**src/rtl/frac_pkg.sv**
```systemverilog
package frac_pkg;

    localparam int unsigned FP_DW     = 32;
    localparam int unsigned FP_EW     = 8;
    localparam int unsigned FP_MW     = 23;
    localparam int unsigned FP_BIAS   = 127;
    localparam int unsigned FP_NREG   = 8;
    localparam logic [15:0] FP_OPC_LO = 16'hE6F1;

    // Classification of an operand after integer-bit removal
    typedef enum logic [1:0] {
        FK_PASS = 2'd0,
        FK_ZERO = 2'd1,
        FK_NORM = 2'd2
    } frac_kind_e;

    // Pipeline controller states
    typedef enum logic {
        PIPE_IDLE = 1'b0,
        PIPE_BUSY = 1'b1
    } pipe_state_e;

endpackage

```
**src/rtl/frac_decode.sv**
```systemverilog
module frac_decode #(
    parameter int unsigned DW     = 32,
    parameter int unsigned IDX_W  = 3,
    parameter logic [15:0] OPC_LO = 16'hE6F1
) (
    input  logic             valid,
    input  logic [DW-1:0]    word,
    output logic             ok,
    output logic [IDX_W-1:0] src,
    output logic [IDX_W-1:0] dst
);
    localparam int unsigned DST_LSB = 16;
    localparam int unsigned SRC_LSB = DST_LSB + IDX_W;
    localparam int unsigned PAD_LSB = SRC_LSB + IDX_W;

    logic low_match;
    logic pad_zero;

    always_comb begin
        low_match = (word[15:0] == OPC_LO);
        pad_zero  = (word[DW-1:PAD_LSB] == '0);
        ok        = valid && low_match && pad_zero;
        src       = word[SRC_LSB +: IDX_W];
        dst       = word[DST_LSB +: IDX_W];
    end

endmodule

```
**src/rtl/frac_regfile.sv**
```systemverilog
module frac_regfile #(
    parameter int unsigned NREG = 8,
    parameter int unsigned DW   = 32,
    localparam int unsigned IDX_W = $clog2(NREG)
) (
    input  logic             clk,
    input  logic             rst_n,
    input  logic             ld_en,
    input  logic [IDX_W-1:0] ld_idx,
    input  logic [DW-1:0]    ld_data,
    input  logic             wb_en,
    input  logic [IDX_W-1:0] wb_idx,
    input  logic [DW-1:0]    wb_data,
    input  logic [IDX_W-1:0] rs_idx,
    output logic [DW-1:0]    rs_data,
    input  logic [IDX_W-1:0] rd_idx,
    output logic [DW-1:0]    rd_data
);
    logic [DW-1:0] q [NREG];

    for (genvar g = 0; g < NREG; g++) begin : g_reg
        always_ff @(posedge clk or negedge rst_n) begin
            if (!rst_n) begin
                q[g] <= '0;
            end else if (wb_en && (wb_idx == IDX_W'(g))) begin
                q[g] <= wb_data;
            end else if (ld_en && (ld_idx == IDX_W'(g))) begin
                q[g] <= ld_data;
            end
        end
    end

    assign rs_data = q[rs_idx];
    assign rd_data = q[rd_idx];


    wb_lands_chk: assert property (@(posedge clk) disable iff (!rst_n)
        wb_en |=> (q[$past(wb_idx)] == $past(wb_data)));


    ld_lands_chk: assert property (@(posedge clk) disable iff (!rst_n)
        (ld_en && !(wb_en && (wb_idx == ld_idx))) |=> (q[$past(ld_idx)] == $past(ld_data)));

endmodule

```
**src/rtl/frac_extract.sv**
```systemverilog
module frac_extract
    import frac_pkg::*;
#(
    parameter int unsigned EW   = 8,
    parameter int unsigned MW   = 23,
    parameter int unsigned BIAS = 127,
    localparam int unsigned DW  = 1 + EW + MW
) (
    input  logic [DW-1:0] operand,
    output frac_kind_e    kind,
    output logic          sign,
    output logic [EW-1:0] expo,
    output logic [MW-1:0] frac
);
    localparam logic [EW-1:0] BIAS_V = EW'(BIAS);
    localparam logic [EW-1:0] LIM_V  = EW'(BIAS + MW);

    logic [MW-1:0] mant;
    logic [EW-1:0] int_bits;
    logic [MW-1:0] keep_mask;

    always_comb begin
        sign      = operand[DW-1];
        expo      = operand[MW +: EW];
        mant      = operand[MW-1:0];
        int_bits  = expo - BIAS_V;
        keep_mask = {MW{1'b1}} >> int_bits;
        frac      = '0;
        kind      = FK_ZERO;
        if ((expo == '0) || (expo == '1)) begin
            kind = FK_ZERO;
        end else if (expo < BIAS_V) begin
            kind = FK_PASS;
        end else if (expo >= LIM_V) begin
            kind = FK_ZERO;
        end else begin
            frac = mant & keep_mask;
            kind = (frac == '0) ? FK_ZERO : FK_NORM;
        end
    end

endmodule

```
**src/rtl/frac_normalise.sv**
```systemverilog
module frac_normalise
    import frac_pkg::*;
#(
    parameter int unsigned EW  = 8,
    parameter int unsigned MW  = 23,
    localparam int unsigned DW  = 1 + EW + MW,
    localparam int unsigned LZW = $clog2(MW)
) (
    input  frac_kind_e    kind,
    input  logic          sign,
    input  logic [EW-1:0] expo,
    input  logic [MW-1:0] frac,
    input  logic [DW-1:0] raw,
    output logic [DW-1:0] result
);
    logic [LZW-1:0] lz;
    logic [MW-1:0]  mant_n;
    logic [EW-1:0]  expo_n;

    function automatic logic [LZW-1:0] count_lz(input logic [MW-1:0] v);
        logic [LZW-1:0] n;
        logic           hit;
        n   = '0;
        hit = 1'b0;
        for (int i = 0; i < MW; i++) begin
            if (!hit && v[MW-1-i]) begin
                n   = LZW'(i);
                hit = 1'b1;
            end
        end
        return n;
    endfunction

    always_comb begin
        lz     = count_lz(frac);
        mant_n = frac << (lz + LZW'(1));
        expo_n = expo - EW'(lz) - EW'(1);
        unique case (kind)
            FK_PASS: result = raw;
            FK_NORM: result = {sign, expo_n, mant_n};
            default: result = {sign, {(DW-1){1'b0}}};
        endcase
    end

endmodule

```
**src/rtl/frac_unit.sv**
```systemverilog
module frac_unit
    import frac_pkg::*;
#(
    parameter int unsigned NREG   = FP_NREG,
    parameter int unsigned EW     = FP_EW,
    parameter int unsigned MW     = FP_MW,
    parameter int unsigned BIAS   = FP_BIAS,
    parameter logic [15:0] OPC_LO = FP_OPC_LO,
    localparam int unsigned DW    = 1 + EW + MW,
    localparam int unsigned IDX_W = $clog2(NREG)
) (
    input  logic             clk,
    input  logic             rst_n,
    input  logic             issue_valid,
    input  logic [DW-1:0]    issue_word,
    input  logic             ld_en,
    input  logic [IDX_W-1:0] ld_idx,
    input  logic [DW-1:0]    ld_data,
    input  logic [IDX_W-1:0] rd_idx,
    output logic [DW-1:0]    rd_data
);
    logic             accept;
    logic [IDX_W-1:0] dec_src;
    logic [IDX_W-1:0] dec_dst;
    logic [DW-1:0]    src_val;

    frac_kind_e       x_kind;
    logic             x_sign;
    logic [EW-1:0]    x_expo;
    logic [MW-1:0]    x_frac;

    // extraction stage register
    frac_kind_e       s_kind;
    logic             s_sign;
    logic [EW-1:0]    s_expo;
    logic [MW-1:0]    s_frac;
    logic [DW-1:0]    s_raw;
    logic [IDX_W-1:0] s_dst;

    pipe_state_e      state;
    pipe_state_e      state_nx;
    logic             wb_en;
    logic [DW-1:0]    wb_data;

    frac_decode #(.DW(DW), .IDX_W(IDX_W), .OPC_LO(OPC_LO)) u_dec (
        .valid (issue_valid),
        .word  (issue_word),
        .ok    (accept),
        .src   (dec_src),
        .dst   (dec_dst)
    );

    frac_regfile #(.NREG(NREG), .DW(DW)) u_rf (
        .clk     (clk),
        .rst_n   (rst_n),
        .ld_en   (ld_en),
        .ld_idx  (ld_idx),
        .ld_data (ld_data),
        .wb_en   (wb_en),
        .wb_idx  (s_dst),
        .wb_data (wb_data),
        .rs_idx  (dec_src),
        .rs_data (src_val),
        .rd_idx  (rd_idx),
        .rd_data (rd_data)
    );

    frac_extract #(.EW(EW), .MW(MW), .BIAS(BIAS)) u_ext (
        .operand (src_val),
        .kind    (x_kind),
        .sign    (x_sign),
        .expo    (x_expo),
        .frac    (x_frac)
    );

    always_ff @(posedge clk or negedge rst_n) begin
        if (!rst_n) begin
            s_kind <= FK_ZERO;
            s_sign <= 1'b0;
            s_expo <= '0;
            s_frac <= '0;
            s_raw  <= '0;
            s_dst  <= '0;
        end else if (accept) begin
            s_kind <= x_kind;
            s_sign <= x_sign;
            s_expo <= x_expo;
            s_frac <= x_frac;
            s_raw  <= src_val;
            s_dst  <= dec_dst;
        end
    end

    frac_normalise #(.EW(EW), .MW(MW)) u_norm (
        .kind   (s_kind),
        .sign   (s_sign),
        .expo   (s_expo),
        .frac   (s_frac),
        .raw    (s_raw),
        .result (wb_data)
    );

    // controller: state register
    always_ff @(posedge clk or negedge rst_n) begin
        if (!rst_n) state <= PIPE_IDLE;
        else        state <= state_nx;
    end

    // controller: next state (accept / stream / drain)
    always_comb begin
        state_nx = state;
        unique case (state)
            PIPE_IDLE: state_nx = accept ? PIPE_BUSY : PIPE_IDLE;
            PIPE_BUSY: state_nx = accept ? PIPE_BUSY : PIPE_IDLE;
            default:   state_nx = PIPE_IDLE;
        endcase
    end

    // controller: outputs
    always_comb begin
        unique case (state)
            PIPE_BUSY: wb_en = 1'b1;
            default:   wb_en = 1'b0;
        endcase
    end


    wb_follows_issue_chk: assert property (@(posedge clk) disable iff (!rst_n)
        wb_en |-> $past(accept));


    no_stray_wb_chk: assert property (@(posedge clk) disable iff (!rst_n)
        !accept |=> !wb_en);


    below_one_chk: assert property (@(posedge clk) disable iff (!rst_n)
        wb_en |-> (wb_data[DW-2 -: EW] < EW'(BIAS)));


    sign_kept_chk: assert property (@(posedge clk) disable iff (!rst_n)
        wb_en |-> (wb_data[DW-1] == s_raw[DW-1]));


    stream_chk: assert property (@(posedge clk) disable iff (!rst_n)
        (wb_en && accept) |=> wb_en);

endmodule

```
**config.mk**
```make
export PLATFORM = sky130hd
export DESIGN_NAME = frac_unit
export DESIGN_NICKNAME = d
export VERILOG_FILES = /design/src/rtl/frac_pkg.sv /design/src/rtl/frac_decode.sv /design/src/rtl/frac_regfile.sv /design/src/rtl/frac_extract.sv /design/src/rtl/frac_normalise.sv /design/src/rtl/frac_unit.sv
export SDC_FILE = /design/constraint.sdc
export NUM_CORES = 1
export LEC_CHECK = 0
export CORE_AREA = 2 2 213 236
export CTS_BUF_LIST = sky130_fd_sc_hd__clkbuf_4 sky130_fd_sc_hd__clkbuf_8
export DETAILED_ROUTE_END_ITERATION = 10
export DIE_AREA = 0 0 215 238
export HOLD_SLACK_MARGIN = 0.02
export PLACE_DENSITY = 0.68
export SYNTH_ARGS = -nofsm -noshare
export SYNTH_HDL_FRONTEND = slang
export SYNTH_HIERARCHICAL = 1
export SYNTH_SLANG_ARGS = --single-unit
```
**constraint.sdc**
```tcl
create_clock -name clk -period 12.85 [get_ports clk]
set_clock_uncertainty 0.1 [all_clocks]
set_input_delay 3.2125 -clock clk [delete_from_list [all_inputs] [get_ports clk]]
set_output_delay 3.2125 -clock clk [all_outputs]
set_load 0.1 [all_outputs]
```
**Word level (Yosys, flattened, before mapping)**

Index checks and enable logic that the tools add are counted.

- Add/subtract/negate cells: 4
- Multipliers: 0
- Div/mod/pow operators: 0
- $lt $le $gt $ge: 4
- Eq/ne operators: 17
- Shifts and indexed selects: 2
- Multiplexer cells: 76
- Bitwise gates (word level): 3
- Reductions and logical operators: 77

Operator list:

| kind | number |
|---|---|
| two-way mux 32 bit | 20 |
| binary-select mux 32 bit (select 3 bit) | 2 |
| two-way mux 23 bit | 3 |
| one-hot mux 32 bit (2 select lines) | 1 |
| logical AND 1 bit | 40 |
| two-way mux 5 bit | 7 |
| two-way mux 4 bit | 8 |
| two-way mux 1 bit | 25 |
| == test 3 bit, second input constant | 8 |
| AND 23 bit | 1 |
| logical NOT 23 bit | 1 |
| left shift 23 x 5 -> 23 bit | 1 |
| >> shifter 23 x 8 -> 23 bit, first input constant | 1 |
| logical NOT 1 bit | 22 |
| == test 16 bit, second input constant | 1 |
| nonzero test 2 bit | 8 |
| == test 3 x 2 -> 1 bit, second input constant | 4 |
| two-way mux 2 bit | 6 |
| two-way mux 3 bit | 4 |
| logical NOT 10 bit | 1 |
| == test 8 bit, second input constant | 1 |
| >= comparator 4 bit, second input constant | 2 |
| >= comparator 8 bit, second input constant | 1 |
| logical NOT 8 bit | 1 |
| 11 further kinds | 14 |

- Register bits after elaboration: 326
- Bits in latches: 0
- Memory bits (writable): 0
- Bits in read-only memories: 0
- Output and inout bits: 32
- Memories: 0

**Logic depth before layout (Yosys ltp)**

- Depth in word-level cells: 71
- Gate-level depth with buffers: 18

**Modules after synthesis**

Netlist, hierarchy kept.

Modules (own cells, without submodules):

| module | times used | cells an instance | area an instance (µm²) | sequential area each (µm²) |
|---|---|---|---|---|
| frac_regfile | 1 | 1420 | 16330.7 | 6406.1 |
| frac_unit | 1 | 147 | 2630.0 | 1752.9 |
| frac_normalise | 1 | 302 | 2199.6 | 0.0 |
| frac_extract | 1 | 165 | 1013.5 | 0.0 |
| frac_decode | 1 | 16 | 122.6 | 0.0 |

**Least setup slack after synthesis**

No wires, ideal clock.

- Path type: input-to-output
- Start: in rd_idx[0]
- End: out rd_data[0]
- Data arrival time: 4.532 ns
- Path slack: 5.006 ns
- Cell stages on the path: 4
- Cell sequence: buf_6 -> buf_6 -> mux4_1 -> mux2_2

- Word-level cells in the longest chain between the ends: 4

RTL lines:

| what | line | text |
|---|---|---|
| start, declared | frac_unit.sv:19 | `input logic [IDX_W-1:0] rd_idx,` |
| inverter 3 -> 4 bit (not written as such) | frac_regfile.sv:34 | `assign rd_data = q[rd_idx];` |
| binary-select mux 32 bit (select 3 bit) | frac_regfile.sv:34 |  |
| two-way mux 32 bit (not written as such) (2 in a row) | frac_regfile.sv:34 |  |
| end, declared | frac_unit.sv:20 | `output logic [DW-1:0] rd_data` |

Every way passes these cells. The select of a mux whose other input is x is not followed.

**Final worst setup path**

- Start: in rd_idx[0]
- End: out rd_data[11]

Same word-level chain as after synthesis.

==> metrics.md <==
| Metric | Value |
|---|---|
| Tot GR Track Use | 25.54% |
| Clock transition at the registers of the reported paths | 0.05 ns |
| VDD IR max | 0.0001135 V |
| Routed Wire Length | 66.00 mm |
| Area grow syn2layout | 9.298% |
| Met3 Usage GRT | 3.824% |
| DIE HEIGHT | 238 um |
| Final-report setup violation count | 0 |
| DR iter-0 viols | 1778 |
| Sink Count | 326 |
| ANT nets after route | 0 |
| Setup CP Type | in -> out |
| # DRC | 0 |
| Static leakage | 10.57 nW |
| RSZ-0062 raised after global routing | no |
| Port bufs | 105 |
| Setup crit start | rd_idx[0] |
| CP cell instances | buf_4 > buf_4 > mux4_1 > mux2_2 > clkdlybuf4s50_1 |
| TritonCTS clock tree | done |
| Syn Std Cell Area | 22300 um2 |
| # hold bufs at CTS | 0 |
| Worst setup EP type | primary output |
| Net Count, Synth | 2133 |
| Layout fillers | 4421 |
| Initial Util | 45.77% |
| Fraction of layout cells with a size suffix above 1 | 17.89% |
| Share of synthesized registers carrying an async set or reset | 100.0% |
| Die X | 215 um |
| CP max stage cell | clkdlybuf4s50_1 |
| Min-Delay Path Class | reg -> reg |
| Synthesized flop and latch total | 326 |
| Post-CTS Setup Inserts | 0 |
| Antenna Cells | 0 |
| Synth Warn # | 6 |
| Routability Congestion | 0.9836 |
| Largest net degree at the start of global routing | 126 |
| H-tree Lvls | 2 |
| Worst path max stage delay | 0.98 ns |
| Worst-Margin Slew | 1.220 ns |
| Global-route wire length before repair | 101.6 mm |
| NumNets Final | 2099 |
| Hold Fails Final Rpt | 0 |
| Final HPWL DP | 41.57 mm |
| RR Endpoint | u_rf/q[93] |
| Mapped Cells | 2050 |
| Worst EP arrival | 6.32 ns |
| Slew HR | 18.11% |
| Worst R2R Setup Slack | 7.46 ns |
| Seq/Total Area, Yosys | 36.59% |
| Total grt overflow | 0 |
| CTS Buf Count | 55 |
| Commonest non-fill, non-tap cell in the layout | dfrtp_1 |
| CP dominant cell by count | buf_4 |
| WP data required | 9.54 ns |
| Mean area per synthesized cell | 10.88 um2 |
| Startpoint Class | primary input |
| Crit share post-route | 74.94% |
| Met1 usage | 33.89% |
| Slew Limit Fails | 0 |
| Core area | 48710 um2 |
| CTS resizes | 0 |
| Initial antenna violation count | 0 |
| Total die area | 51170 um2 |
| Max cap viols | 0 |
| Post-synth EDFFs | 0 |
| Commonest non-fill, non-tap cells in the layout | dfrtp_1, mux2i_1, nand2_1, nor2_1, a21oi_1 |
| Status | completed |
| Top fanout value on the critical path | 34 |
| Period minus WS final | 9.629 ns |
| Post-synth top flop | dfrtp_1 |
| Setup_tns | 0 ns |
| IO Count | 106 |
| Max clock buf depth | 3 |
| Clock latency on the worst-skew pair | 0.63 ns |
| Count of different cell masters after synthesis | 90 |
| Vias in the first global route | 16991 |
| R2R depth | 14 |
| Clock Tree Root | clkbuf_8 |
| Top Usage Layer GRT | met2 |
| Routed len/inst | 24.36 um |
| Via density per instance | 6.289 |
| PnR Total Power | 3.417 mW |
| Fmax | 0.1038 GHz |
| Row Count | 85 |
| Pwr per Cell Area | 140.2 nW/um2 |
| DRT Pass-1 Iters | 5 |
| Worst setup path endpoint | rd_data[11] |
| Met2 Track Usage GR | 42.75% |
| Via count | 17037 |
| R2R Path Start | s_frac[14] |
[cell families (layout without fill, tap and decap cells)]
| group | after synthesis | in the layout | share of synthesized area (%) |
|---|---|---|---|
| compound gates | 406 | 406 | 10.66 |
| xor+xnor | 13 | 13 | 0.5781 |
| fa+ha+maj | 11 | 11 | 0.6285 |
| buf+inv | 251 | 258 | 6.235 |
| flops | 326 | 326 | 36.59 |
| mux | 547 | 547 | 34.72 |
| simple gates | 496 | 496 | 10.58 |
[Yosys cell counts (all sizes together), types with 3 or more instances]
master	number	area share, %
nand2b	7	0.20
a21oi	143	3.2
o311ai	3	0.12
and4bb	3	0.17
and3	17	0.48
a211o	8	0.31
o221ai	3	0.12
nor4b	6	0.37
a22o	3	0.12
nand2	182	3.1
nand4b	6	0.24
nor2	176	3.0
a21o	14	0.47
or2	4	0.11
xnor2	9	0.39
o21ai	163	3.7
nor3	22	0.54
a22oi	5	0.17
ha	8	0.45
or3	6	0.17
o21a	5	0.17
o211ai	7	0.24
nand3	10	0.25
a311oi	4	0.16
inv	16	0.27
nor4	9	0.47
nor3b	5	0.17
o31ai	8	0.29
nor4bb	4	0.18
and2	6	0.17
mux4	138	15
a211oi	6	0.20
clkbuf	58	0.98
mux2i	272	12
mux2	137	7.1
a221oi	3	0.12
a31oi	6	0.17
nand4	10	0.28
dfrtp	325	36
a32o	3	0.13
nor2b	12	0.34
or4	4	0.17
buf	177	5.0
xor2	4	0.19
[through the flow]
stage               setup slack [ns]  instance area (um2)  std cells  util, %  hold WS, ns
global placement               3.267                23170       2611    47.56       0.3838
finish                         3.221                24370       2709    50.03       0.4051
CTS                            3.209                24370       2709    50.03       0.4074
floorplan                      5.006                22300       2050        -       0.3721
global route                   3.102                24370       2709    50.03       0.4281
detailed placement             3.210                23170       2611    47.56       0.3944
[power by group]
part / internal (mW) / switching, mW
combinational: 0.445 / 0.602
clock: 0.586 / 0.436
sequential: 1.21 / 0.140
total: 2.24 / 1.18
[final cells by class]
type / count / area [um2] / area share, %
well taps: 652 / 815.8 / 3.348
clock buffers: 88 / 1074 / 4.405
inverters: 16 / 60.06 / 0.2464
multi-input cells: 1473 / 12810 / 52.56
repair buffers: 144 / 1324 / 5.432
clock inverters: 10 / 127.6 / 0.5237
flip-flops and latches: 326 / 8159 / 33.48
[worst max-delay path: cells and delay by family]
family | cells | cell delay (ns)
buffers and inverters | 3 | 2.13
multiplexers | 2 | 0.94
[how the worst min path moves through the flow]
| stage | to | slack [ns] | start | cells past startpoint |
|---|---|---|---|---|
| finish | s_raw[28] | 0.41 | s_raw[28] | 1 |
| detailed placement | s_raw[26] | 0.39 | s_raw[26] | 1 |
| global placement | s_raw[31] | 0.38 | s_raw[31] | 1 |
| global route | s_raw[11] | 0.43 | s_raw[11] | 1 |
| floorplan | s_raw[15] | 0.37 | s_raw[15] | 1 |
| CTS | s_raw[28] | 0.41 | s_raw[28] | 1 |
[metal layers]
metal / share of wire [%] / vias to the layer above
met1: 42 / 8587
met5: 0 / -
met4: 3.2 / 0
met2: 48 / 767
li1: - / 7521
met3: 6.9 / 162
[sequential cells by signal (all words and copies together), names as in the netlist]
name and cells:
s_raw 32, u_rf/q 256, state 1, s_expo 8
s_dst 3, s_frac 23, s_kind 2, s_sign 1
No activity file was read; power rests on OpenSTA's default activity.
